===== config.mk =====
export PLATFORM = sky130hd
export DESIGN_NAME = modem_hs_seq
export DESIGN_NICKNAME = d
export VERILOG_FILES = /design/src/rtl/mhs_pkg.sv /design/src/rtl/mhs_line_sync.sv /design/src/rtl/mhs_wait_timer.sv /design/src/rtl/mhs_seq_fsm.sv /design/src/rtl/modem_hs_seq.sv
export SDC_FILE = /design/constraint.sdc
export NUM_CORES = 1
export LEC_CHECK = 0
export ABC_AREA = 1
export CAP_MARGIN = 20
export CORE_AREA = 8 8 76 71
export DETAILED_ROUTE_END_ITERATION = 16
export DIE_AREA = 0 0 84 79
export PLACE_DENSITY = 0.78
export RECOVER_POWER = 50
export SLEW_MARGIN = 10
export SYNTH_ARGS = -nofsm -noshare
export SYNTH_HDL_FRONTEND = slang
export SYNTH_SLANG_ARGS = --single-unit

===== constraint.sdc =====
create_clock -name clk -period 2.45 [get_ports clk]
set_input_delay 0.3675 -clock clk [delete_from_list [all_inputs] [get_ports clk]]
set_output_delay 0.3675 -clock clk [all_outputs]
set_load 0.02 [all_outputs]

===== src/rtl/mhs_pkg.sv =====
package mhs_pkg;

   typedef enum logic [2:0] {
      ST_IDLE      = 3'd0,
      ST_RING_WAIT = 3'd1,
      ST_CONN_WAIT = 3'd2,
      ST_LINKED    = 3'd3,
      ST_CTS_WAIT  = 3'd4,
      ST_DATA      = 3'd5,
      ST_TEAR_CTS  = 3'd6,
      ST_TEAR_LINE = 3'd7
   } mhs_state_e;

   function automatic logic is_timed(mhs_state_e s);
      return (s == ST_CONN_WAIT) || (s == ST_CTS_WAIT) ||
             (s == ST_TEAR_CTS)  || (s == ST_TEAR_LINE);
   endfunction

endpackage


===== src/rtl/mhs_line_sync.sv =====
module mhs_line_sync #(
   parameter int W      = 4,
   parameter int STAGES = 2
) (
   input  logic         clk,
   input  logic         rst_n,
   input  logic [W-1:0] d_async,
   output logic [W-1:0] d_sync
);

   generate
      if (STAGES == 0) begin : g_pass
         assign d_sync = d_async;
      end else begin : g_chain
         logic [W-1:0] stage_q [STAGES];
         always_ff @(posedge clk or negedge rst_n) begin
            if (!rst_n) begin
               for (int i = 0; i < STAGES; i++) stage_q[i] <= '0;
            end else begin
               stage_q[0] <= d_async;
               for (int i = 1; i < STAGES; i++) stage_q[i] <= stage_q[i-1];
            end
         end
         assign d_sync = stage_q[STAGES-1];
      end
   endgenerate

endmodule


===== src/rtl/mhs_wait_timer.sv =====
module mhs_wait_timer #(
   parameter int TMO_W = 16
) (
   input  logic             clk,
   input  logic             rst_n,
   input  logic             restart,
   input  logic             run,
   input  logic [TMO_W-1:0] limit,
   output logic             expired
);

   logic [TMO_W-1:0] cnt_q;

   assign expired = run && (limit != '0) && (cnt_q == limit);

   always_ff @(posedge clk or negedge rst_n) begin
      if (!rst_n)                cnt_q <= '0;
      else if (restart)          cnt_q <= '0;
      else if (run && !expired)  cnt_q <= cnt_q + 1'b1;
   end

endmodule


===== src/rtl/mhs_seq_fsm.sv =====
module mhs_seq_fsm
   import mhs_pkg::*;
(
   input  logic       clk,
   input  logic       rst_n,
   input  logic       call_req,
   input  logic       answer_req,
   input  logic       send_req,
   input  logic       hangup_req,
   input  logic       dedicated_line,
   input  logic       ring_s,
   input  logic       dsr_s,
   input  logic       cd_s,
   input  logic       cts_s,
   input  logic       expired,
   output mhs_state_e state,
   output logic       timed,
   output logic       restart,
   output logic       ded_sess,
   output logic       err_flag
);

   mhs_state_e state_q, state_d;
   logic       ded_q, err_q;
   logic       line_up, abort, start;

   assign line_up = dsr_s && (cd_s || ded_q);
   assign start   = (state_q == ST_IDLE) && (call_req || answer_req);

   always_comb begin
      state_d = state_q;
      abort   = 1'b0;
      unique case (state_q)
         ST_IDLE: begin
            if (call_req)        state_d = ST_CONN_WAIT;
            else if (answer_req) state_d = ST_RING_WAIT;
         end
         ST_RING_WAIT: begin
            if (hangup_req)  state_d = ST_IDLE;
            else if (ring_s) state_d = ST_CONN_WAIT;
         end
         ST_CONN_WAIT: begin
            if (hangup_req)   state_d = ST_IDLE;
            else if (line_up) state_d = ST_LINKED;
            else if (expired) abort   = 1'b1;
         end
         ST_LINKED: begin
            if (hangup_req || !line_up) state_d = ST_TEAR_CTS;
            else if (send_req)          state_d = ST_CTS_WAIT;
         end
         ST_CTS_WAIT: begin
            if (hangup_req || !line_up) state_d = ST_TEAR_CTS;
            else if (!send_req)         state_d = ST_LINKED;
            else if (cts_s)             state_d = ST_DATA;
            else if (expired)           abort   = 1'b1;
         end
         ST_DATA: begin
            if (hangup_req || !line_up) state_d = ST_TEAR_CTS;
            else if (!send_req)         state_d = ST_LINKED;
         end
         ST_TEAR_CTS: begin
            if (!cts_s)       state_d = ded_q ? ST_IDLE : ST_TEAR_LINE;
            else if (expired) abort   = 1'b1;
         end
         ST_TEAR_LINE: begin
            if (!dsr_s && !cd_s) state_d = ST_IDLE;
            else if (expired)    abort   = 1'b1;
         end
         default: state_d = ST_IDLE;
      endcase
      if (abort) state_d = ST_IDLE;
   end

   always_ff @(posedge clk or negedge rst_n) begin
      if (!rst_n) begin
         state_q <= ST_IDLE;
         ded_q   <= 1'b0;
         err_q   <= 1'b0;
      end else begin
         state_q <= state_d;
         if (start) ded_q <= call_req && dedicated_line;
         if (abort)      err_q <= 1'b1;
         else if (start) err_q <= 1'b0;
      end
   end

   assign state    = state_q;
   assign timed    = is_timed(state_q);
   assign restart  = (state_d != state_q);
   assign ded_sess = ded_q;
   assign err_flag = err_q;

endmodule


===== src/rtl/modem_hs_seq.sv =====
module modem_hs_seq
   import mhs_pkg::*;
#(
   parameter int TMO_W       = 16,
   parameter int SYNC_STAGES = 2
) (
   input  logic             clk,
   input  logic             rst_n,
   input  logic             call_req,
   input  logic             answer_req,
   input  logic             send_req,
   input  logic             hangup_req,
   input  logic             dedicated_line,
   input  logic [TMO_W-1:0] tmo_cycles,
   input  logic             ring,
   input  logic             modem_rdy,
   input  logic             carrier,
   input  logic             clr_to_send,
   output logic             term_rdy,
   output logic             req_to_send,
   output logic             tx_permit,
   output logic             link_up,
   output logic             err_timeout
);

   localparam int N_LINES = 4;

   generate
      if (TMO_W < 2 || TMO_W > 32) begin : g_bad_tmo_w
         $error("modem_hs_seq: TMO_W must lie in 2..32");
      end
      if (SYNC_STAGES < 0 || SYNC_STAGES > 4) begin : g_bad_sync
         $error("modem_hs_seq: SYNC_STAGES must lie in 0..4");
      end
   endgenerate

   logic [N_LINES-1:0] lines_s;
   logic               ring_s, dsr_s, cd_s, cts_s;
   logic               expired, timed, restart, ded_sess;
   mhs_state_e         state;

   mhs_line_sync #(.W(N_LINES), .STAGES(SYNC_STAGES)) u_sync (
      .clk     (clk),
      .rst_n   (rst_n),
      .d_async ({ring, modem_rdy, carrier, clr_to_send}),
      .d_sync  (lines_s)
   );
   assign {ring_s, dsr_s, cd_s, cts_s} = lines_s;

   mhs_wait_timer #(.TMO_W(TMO_W)) u_timer (
      .clk     (clk),
      .rst_n   (rst_n),
      .restart (restart),
      .run     (timed),
      .limit   (tmo_cycles),
      .expired (expired)
   );

   mhs_seq_fsm u_fsm (
      .clk            (clk),
      .rst_n          (rst_n),
      .call_req       (call_req),
      .answer_req     (answer_req),
      .send_req       (send_req),
      .hangup_req     (hangup_req),
      .dedicated_line (dedicated_line),
      .ring_s         (ring_s),
      .dsr_s          (dsr_s),
      .cd_s           (cd_s),
      .cts_s          (cts_s),
      .expired        (expired),
      .state          (state),
      .timed          (timed),
      .restart        (restart),
      .ded_sess       (ded_sess),
      .err_flag       (err_timeout)
   );

   assign term_rdy    = !ded_sess && (state != ST_IDLE) && (state != ST_RING_WAIT);
   assign req_to_send = (state == ST_CTS_WAIT) || (state == ST_DATA);
   assign link_up     = (state == ST_LINKED) || (state == ST_CTS_WAIT) ||
                        (state == ST_DATA);
   assign tx_permit   = (state == ST_DATA) && cts_s;

endmodule


=== Word level (Yosys, flattened, before mapping) ===
Cells that the tools add are included.

* Add/subtract/negate cells: 1
* Equal/unequal tests: 10
* Mux-type cells: 31
* Reduce and logical (&&, ||, !) cells: 29

{| class="wikitable"
|+ Operators by type and width
! operator !! count
|-
| 3-bit two-way mux || 17
|-
| 16-bit two-way mux || 2
|-
| 3-bit one-hot mux with 8 select lines || 1
|-
| 16-bit by 1-bit adder with 16-bit output (second input constant) || 1
|-
| 16-bit == test || 1
|-
| 16-bit nonzero test || 1
|-
| 3-bit == test (second input constant) || 4
|-
| 1-bit logical AND || 10
|-
| 1-bit two-way mux || 10
|-
| 1-bit logical OR || 9
|-
| 3-bit by 2-bit == test with 1-bit output (second input constant) || 2
|-
| 1-bit logical NOT || 5
|-
| 1-bit one-hot mux with 4 select lines || 1
|-
| 2-bit nonzero test || 2
|-
| 3-bit by 1-bit == test with 1-bit output (second input constant) || 1
|-
| 3-bit logical NOT || 1
|-
| 3-bit by 1-bit inequality test with 1-bit output (second input constant) || 1
|-
| 3-bit inequality test || 1
|-
| 3-bit nonzero test || 1
|}

* Bits in registers: 29
* Input port bits: 27
* Word-level logic and storage cells: 77

=== Longest topological paths before layout ===
* Depth after elaboration: 14
* Gate-level depth with buffers: 15
* Mapped depth without buffers: 14

=== Modules after synthesis ===
Synthesis repeated with hierarchy kept, for this count alone.

* Cell total of the unflattened synthesis: 389
* Area, all modules: 2376.0 um^2

{| class="wikitable"
|+ By module, submodules not included
! module !! times used !! cells each !! area each (um^2) !! sequential area each (um^2)
|-
| mhs_wait_timer || 1 || 254 || 1500.2 || 400.4
|-
| mhs_seq_fsm || 1 || 115 || 613.1 || 125.1
|-
| mhs_line_sync || 1 || 12 || 230.2 || 200.2
|-
| modem_hs_seq || 1 || 8 || 32.5 || 0.0
|}

=== Worst setup path before layout ===
OpenSTA, ideal clock, no wires.

* Path kind: reg2reg
* Start point: reg u_fsm.state_q[0], in the netlist u_fsm.state[0]
* End point: reg u_timer.cnt_q[0]
* Library setup time: 0.068 ns
* Arrival time: 1.699 ns
* Data required time: 2.382 ns
* Path slack: 0.683 ns
* Stages on the path, launching flop included: 15
* Buffers on the path: 2
* Period minus slack after synthesis: 1.767 ns
* Cells stage by stage: dfrtp_1 buf_6 inv_4 nor2_2 nand2_2 nand3_2 nand2_1 a21oi_2 nand2_1 nand2_1 nand2_1 nor2_2 nand2_4 buf_12 nor2_4

* Word-level cells in the longest chain between the ends: 14

{| class="wikitable"
|+ RTL lines
! item !! line !! RTL
|-
| start, declared || mhs_seq_fsm.sv:23 || <nowiki>mhs_state_e state_q, state_d;</nowiki>
|-
| start signal, assigned || mhs_seq_fsm.sv:80 || <nowiki>state_q <= state_d;</nowiki>
|-
| 3-bit by 2-bit == test with 1-bit output / 3-bit == test (equally long branches) || mhs_pkg.sv:15, mhs_seq_fsm.sv:33 ||
|-
| 1-bit logical OR (2 in a row) || mhs_pkg.sv:15 || <nowiki>return (s == ST_CONN_WAIT) || (s == ST_CTS_WAIT) ||</nowiki>
|-
| 1-bit logical OR || mhs_pkg.sv:16 || <nowiki>(s == ST_TEAR_CTS) || (s == ST_TEAR_LINE);</nowiki>
|-
| 1-bit logical AND (2 in a row) || mhs_wait_timer.sv:14 || <nowiki>assign expired = run && (limit != '0) && (cnt_q == limit);</nowiki>
|-
| 1-bit two-way mux || - ||
|-
| 1-bit two-way mux || mhs_seq_fsm.sv:54 || <nowiki>else if (cts_s) state_d = ST_DATA;</nowiki>
|-
| 1-bit two-way mux || mhs_seq_fsm.sv:53 || <nowiki>else if (!send_req) state_d = ST_LINKED;</nowiki>
|-
| 1-bit two-way mux || mhs_seq_fsm.sv:52 || <nowiki>if (hangup_req || !line_up) state_d = ST_TEAR_CTS;</nowiki>
|-
| 1-bit one-hot mux with 4 select lines || mhs_seq_fsm.sv:33 || <nowiki>unique case (state_q)</nowiki>
|-
| 3-bit two-way mux || mhs_seq_fsm.sv:71 || <nowiki>if (abort) state_d = ST_IDLE;</nowiki>
|-
| 3-bit inequality test || mhs_seq_fsm.sv:89 || <nowiki>assign restart = (state_d != state_q);</nowiki>
|-
| 16-bit two-way mux / 2-bit nonzero test (equally long branches) || - ||
|-
| end signal, assigned || mhs_wait_timer.sv:19 || <nowiki>else if (run && !expired) cnt_q <= cnt_q + 1'b1;</nowiki>
|-
| end, declared || mhs_wait_timer.sv:12 || <nowiki>logic [TMO_W-1:0] cnt_q;</nowiki>
|}

Several ways; a longest one is shown, not always the timed one.
A chain may end at the register's enable or synchronous reset.

=== Worst setup path in the final report ===
* Start point: reg u_fsm.state_q[0], in the netlist u_fsm.state[0]
* End point: out tx_permit

* Word-level cells in the longest chain between the ends: 2

{| class="wikitable"
|+ RTL lines
! item !! line !! RTL
|-
| 3-bit == test || modem_hs_seq.sv:83 || <nowiki>assign tx_permit = (state == ST_DATA) && cts_s;</nowiki>
|-
| 1-bit logical AND || modem_hs_seq.sv:83 ||
|-
| end, declared || modem_hs_seq.sv:21 || <nowiki>output logic tx_permit,</nowiki>
|}

Every way passes these cells.

==> results.py <==
metrics = {
    "drt": {
        "met2_length_mm": 2.61,
        "totalWireLength_mm": 5.01,
        "drcViolationCount": 0,
        "top_layer": "met4",
        "drt_first_pass_iters": 4,
        "wire_per_inst_um": 12.9,
        "vias_per_cell": 5.10,
        "num_vias": 1984,
        "ant_nets": 0,
        "wl_met1_mm": 2.10,
        "met3_length_um": 180,
        "drtIter0Drc": 46,
    },
    "power": {
        "powerDensity_nw_per_um2": 854,
        "cellLeakagePower_nw": 1.11,
        "irDropWorstVdd_mv": 0.480,
        "finalPower_mw": 2.21,
    },
    "worst_setup_path": {
        "rr_endpoint": "u_timer.cnt_q[14]$_DFFE_PN0P_",
        "setup.worst_path.start_class": "flop",
        "r2r_start": "u_timer.cnt_q[0]$_DFFE_PN0P_",
        "critPathArrivalTime_ns": 1.94,
        "worstPathMaxFanout": 8,
        "crit_path_end_kind": "output port",
        "reg2reg_setup_slack_ns": 0.35,
        "worstRegToRegCells": 11,
        "cp.required_ns": 2.08,
        "path_class": "flop to output port",
    },
    "logic_synthesis": {
        "synth_fp_nets": 330,
        "synthArstFlopShare_pct": 100,
        "ys_seq_elements": 29,
        "synth.top_cell.area_share_pct": 33.7,
        "synth_edf_count": 0,
        "synth_area_leader_cell": "dfrtp_1",
        "synth_warnings": 0,
        "avgSynthCellArea_sq_um": 7.13,
        "ys.flop_type": "dfrtp_1",
        "synth_area_sq_um": 2150,
        "synth_seq_area_share_pct": 33.7,
        "synth_area_leaders": "dfrtp_1, nand2_1, nor2_1",
        "ys_types": 31,
        "postSynthCellCount": 302,
    },
    "clocking": {
        "holdBufCountCts": 0,
        "cts_resized": 0,
        "clock_path_buffers": 2,
        "clockRootBuffer": "clkbuf_8",
        "cts_buffers": 5,
        "path_clk_slew_ns": 0.06,
        "clk_latency_ns": 0.29,
        "cts_sinks": 29,
        "cts_setup_buffers": 0,
        "cts_tree": "yes",
        "h-tree-depth": 2,
    },
    "worst_hold_path": {
        "hold_depth": 0,
        "worstHoldPathType": "flop to flop",
        "worstHoldStart": "u_sync.g_chain.stage_q[7]$_DFF_PN0_",
        "min_to": "u_sync.d_sync[3]$_DFF_PN0_",
    },
    "sta": {
        "drv_slew": 30,
        "worst_pin_slew_ns": 1.60,
        "layout_min_cycle_time_ns": 2.31,
        "fin_setup_tns_ns": 0,
        "max_freq_mhz": 433,
        "fin_ws_ns": 0.139,
        "fin_crit_sh_pct": 94.3,
        "grt_setup_unrepaired": "no",
        "setup_viol": 0,
        "finalHoldViolations": 0,
        "hold_slack_ns": 0.348,
        "fin_skew_ns": 0.00250,
        "relSlewSlack_pct": -6.86,
    },
    "global_routing": {
        "grt_pass1_wl_mm": 8.72,
        "grt.overflow.total": 0,
        "grt_pass1_vias": 2043,
        "grt_max_degree": 30,
        "antenna_found_initial": 0,
        "track_usage_pct": 16.0,
    },
    "die": {
        "die-area_sq_um": 6640,
        "die_w_um": 84,
        "initial_core_util_pct": 50.9,
        "io-pin-count": 32,
        "rows": 23,
        "core_area_sq_um": 4230,
        "die_h_um": 79,
    },
    "place": {
        "dp_hpwl_mm": 4.06,
        "gp_congestion": 0.903,
        "place_ws_ns": 0.0693,
        "port_buffers": 31,
    },
    "run_status": {
        "status": "finished with violations",
        "violations": "capacitance limit, slew limit",
    },
    "layout": {
        "antennaDiodeCount": 0,
        "fin_nets": 366,
        "final_util_pct": 61.2,
        "num-fill-cells": 380,
        "synthToLayoutAreaGrowth_pct": 20.2,
        "drive_gt1_share_pct": 12.4,
    },
    "flow_run": {
        "maxCapViolations": 1,
    },
}
## final cells by class
type,instances,area [sq um],area share (%)
flip-flops and latches,29,726,28.0
clock inverters,1,5.00,0.193
clock buffers,7,96.3,3.72
inverters,40,153,5.90
repair buffers,34,329,12.7
well taps,50,62.6,2.42
multi-input cells,228,1220,47.0
## through the flow
step	std cells	cell area, sq um
after floorplan	302	2150
after global placement	381	2490
after detailed placement	381	2490
after CTS	389	2590
after global routing	389	2590
final	389	2590
## registers in the layout (all words and copies together) (netlist names)
name                    cells
u_fsm.ded_sess              1
u_fsm.err_flag              1
u_fsm.state                 3
u_sync.d_sync               4
u_sync.g_chain.stage_q      4
u_timer.cnt_q              16
## worst max path at each step
stage	end	from	cells past startpoint	slack [ns]
2_1_floorplan	u_timer.cnt_q[0]$_DFFE_PN0P_	u_fsm.state[0]$_DFF_PN0_	14	0.68
3_3_place_gp	u_timer.cnt_q[8]$_DFFE_PN0P_	tmo_cycles[7]	13	0.15
3_5_place_dp	u_timer.cnt_q[5]$_DFFE_PN0P_	tmo_cycles[8]	13	0.07
4_1_cts	tx_permit	u_fsm.state[0]$_DFF_PN0_	5	0.13
5_1_grt	tx_permit	u_fsm.state[0]$_DFF_PN0_	5	0.01
6_report	tx_permit	u_fsm.state[0]$_DFF_PN0_	5	0.14
## layout by cell type, fill, tap and decap left out
| cell | netlist | routed |
|---|---|---|
| nand2_4 | 1 | 1 |
| dlygate4sd3_1 | 0 | 5 |
| and2_0 | 1 | 1 |
| nor3_2 | 2 | 2 |
| buf_4 | 2 | 2 |
| nor2_4 | 12 | 12 |
| clkinv_2 | 0 | 1 |
| nor3b_2 | 1 | 1 |
| inv_2 | 1 | 1 |
| a21oi_2 | 1 | 1 |
| a21oi_1 | 3 | 3 |
| nor3_1 | 2 | 2 |
| o21bai_1 | 5 | 5 |
| nor2_2 | 6 | 6 |
| clkdlybuf4s50_1 | 0 | 26 |
| or2_2 | 1 | 1 |
| clkbuf_8 | 0 | 7 |
| xor2_1 | 8 | 8 |
| nand3_2 | 3 | 3 |
| xnor2_1 | 9 | 9 |
| o21ai_0 | 17 | 17 |
| o31ai_1 | 1 | 1 |
| ha_1 | 1 | 1 |
| o21ai_1 | 1 | 1 |
| nand4_1 | 7 | 7 |
| nor2_1 | 53 | 53 |
| nand3_1 | 20 | 20 |
| dfrtp_1 | 29 | 29 |
| nand2_2 | 3 | 3 |
| inv_1 | 38 | 38 |
| inv_4 | 1 | 1 |
| nand3b_1 | 1 | 1 |
| nand2_1 | 69 | 69 |
| clkbuf_1 | 0 | 1 |
## worst max-delay path, stage by stage (launching register included)
cell             delay, ns
dfrtp_1               0.55
inv_4                 0.08
nor2_2                0.18
nand2_2               0.11
nor2_1                0.12
clkdlybuf4s50_1       0.61
## report_power, final
| group | internal, mW | switching (mW) |
|---|---|---|
| combinational | 0.376 | 0.786 |
| clock | 0.253 | 0.189 |
| sequential | 0.524 | 0.0810 |
| total | 1.15 | 1.06 |
## metal layers
metal / global-route usage [%] / vias up
met5: 0 / -
met4: 6.21 / 0
met3: 5.21 / 11
met2: 28.8 / 35
met1: 17.0 / 924
li1: - / 1014
## synthesized netlist by cell type, drive strengths merged (5+ instances only)
| cell type | number |
|---|---|
| buf | 5 |
| dfrtp | 29 |
| inv | 40 |
| nand2 | 73 |
| nand3 | 23 |
| nand4 | 7 |
| nor2 | 71 |
| o21ai | 18 |
| o21bai | 5 |
| xnor2 | 9 |
| xor2 | 8 |
## logic make-up (layout without fill, tap and decap cells)
group           Yosys count  after routing  share of synthesized area [%]
simple gates            182            182                           41.7
buf+inv                  45             82                           9.76
flops                    29             29                           33.7
compound gates           28             28                           7.38
xor+xnor                 17             17                           6.91
fa+ha+maj                 1              1                          0.581
Power figures use the tool's default switching activity.
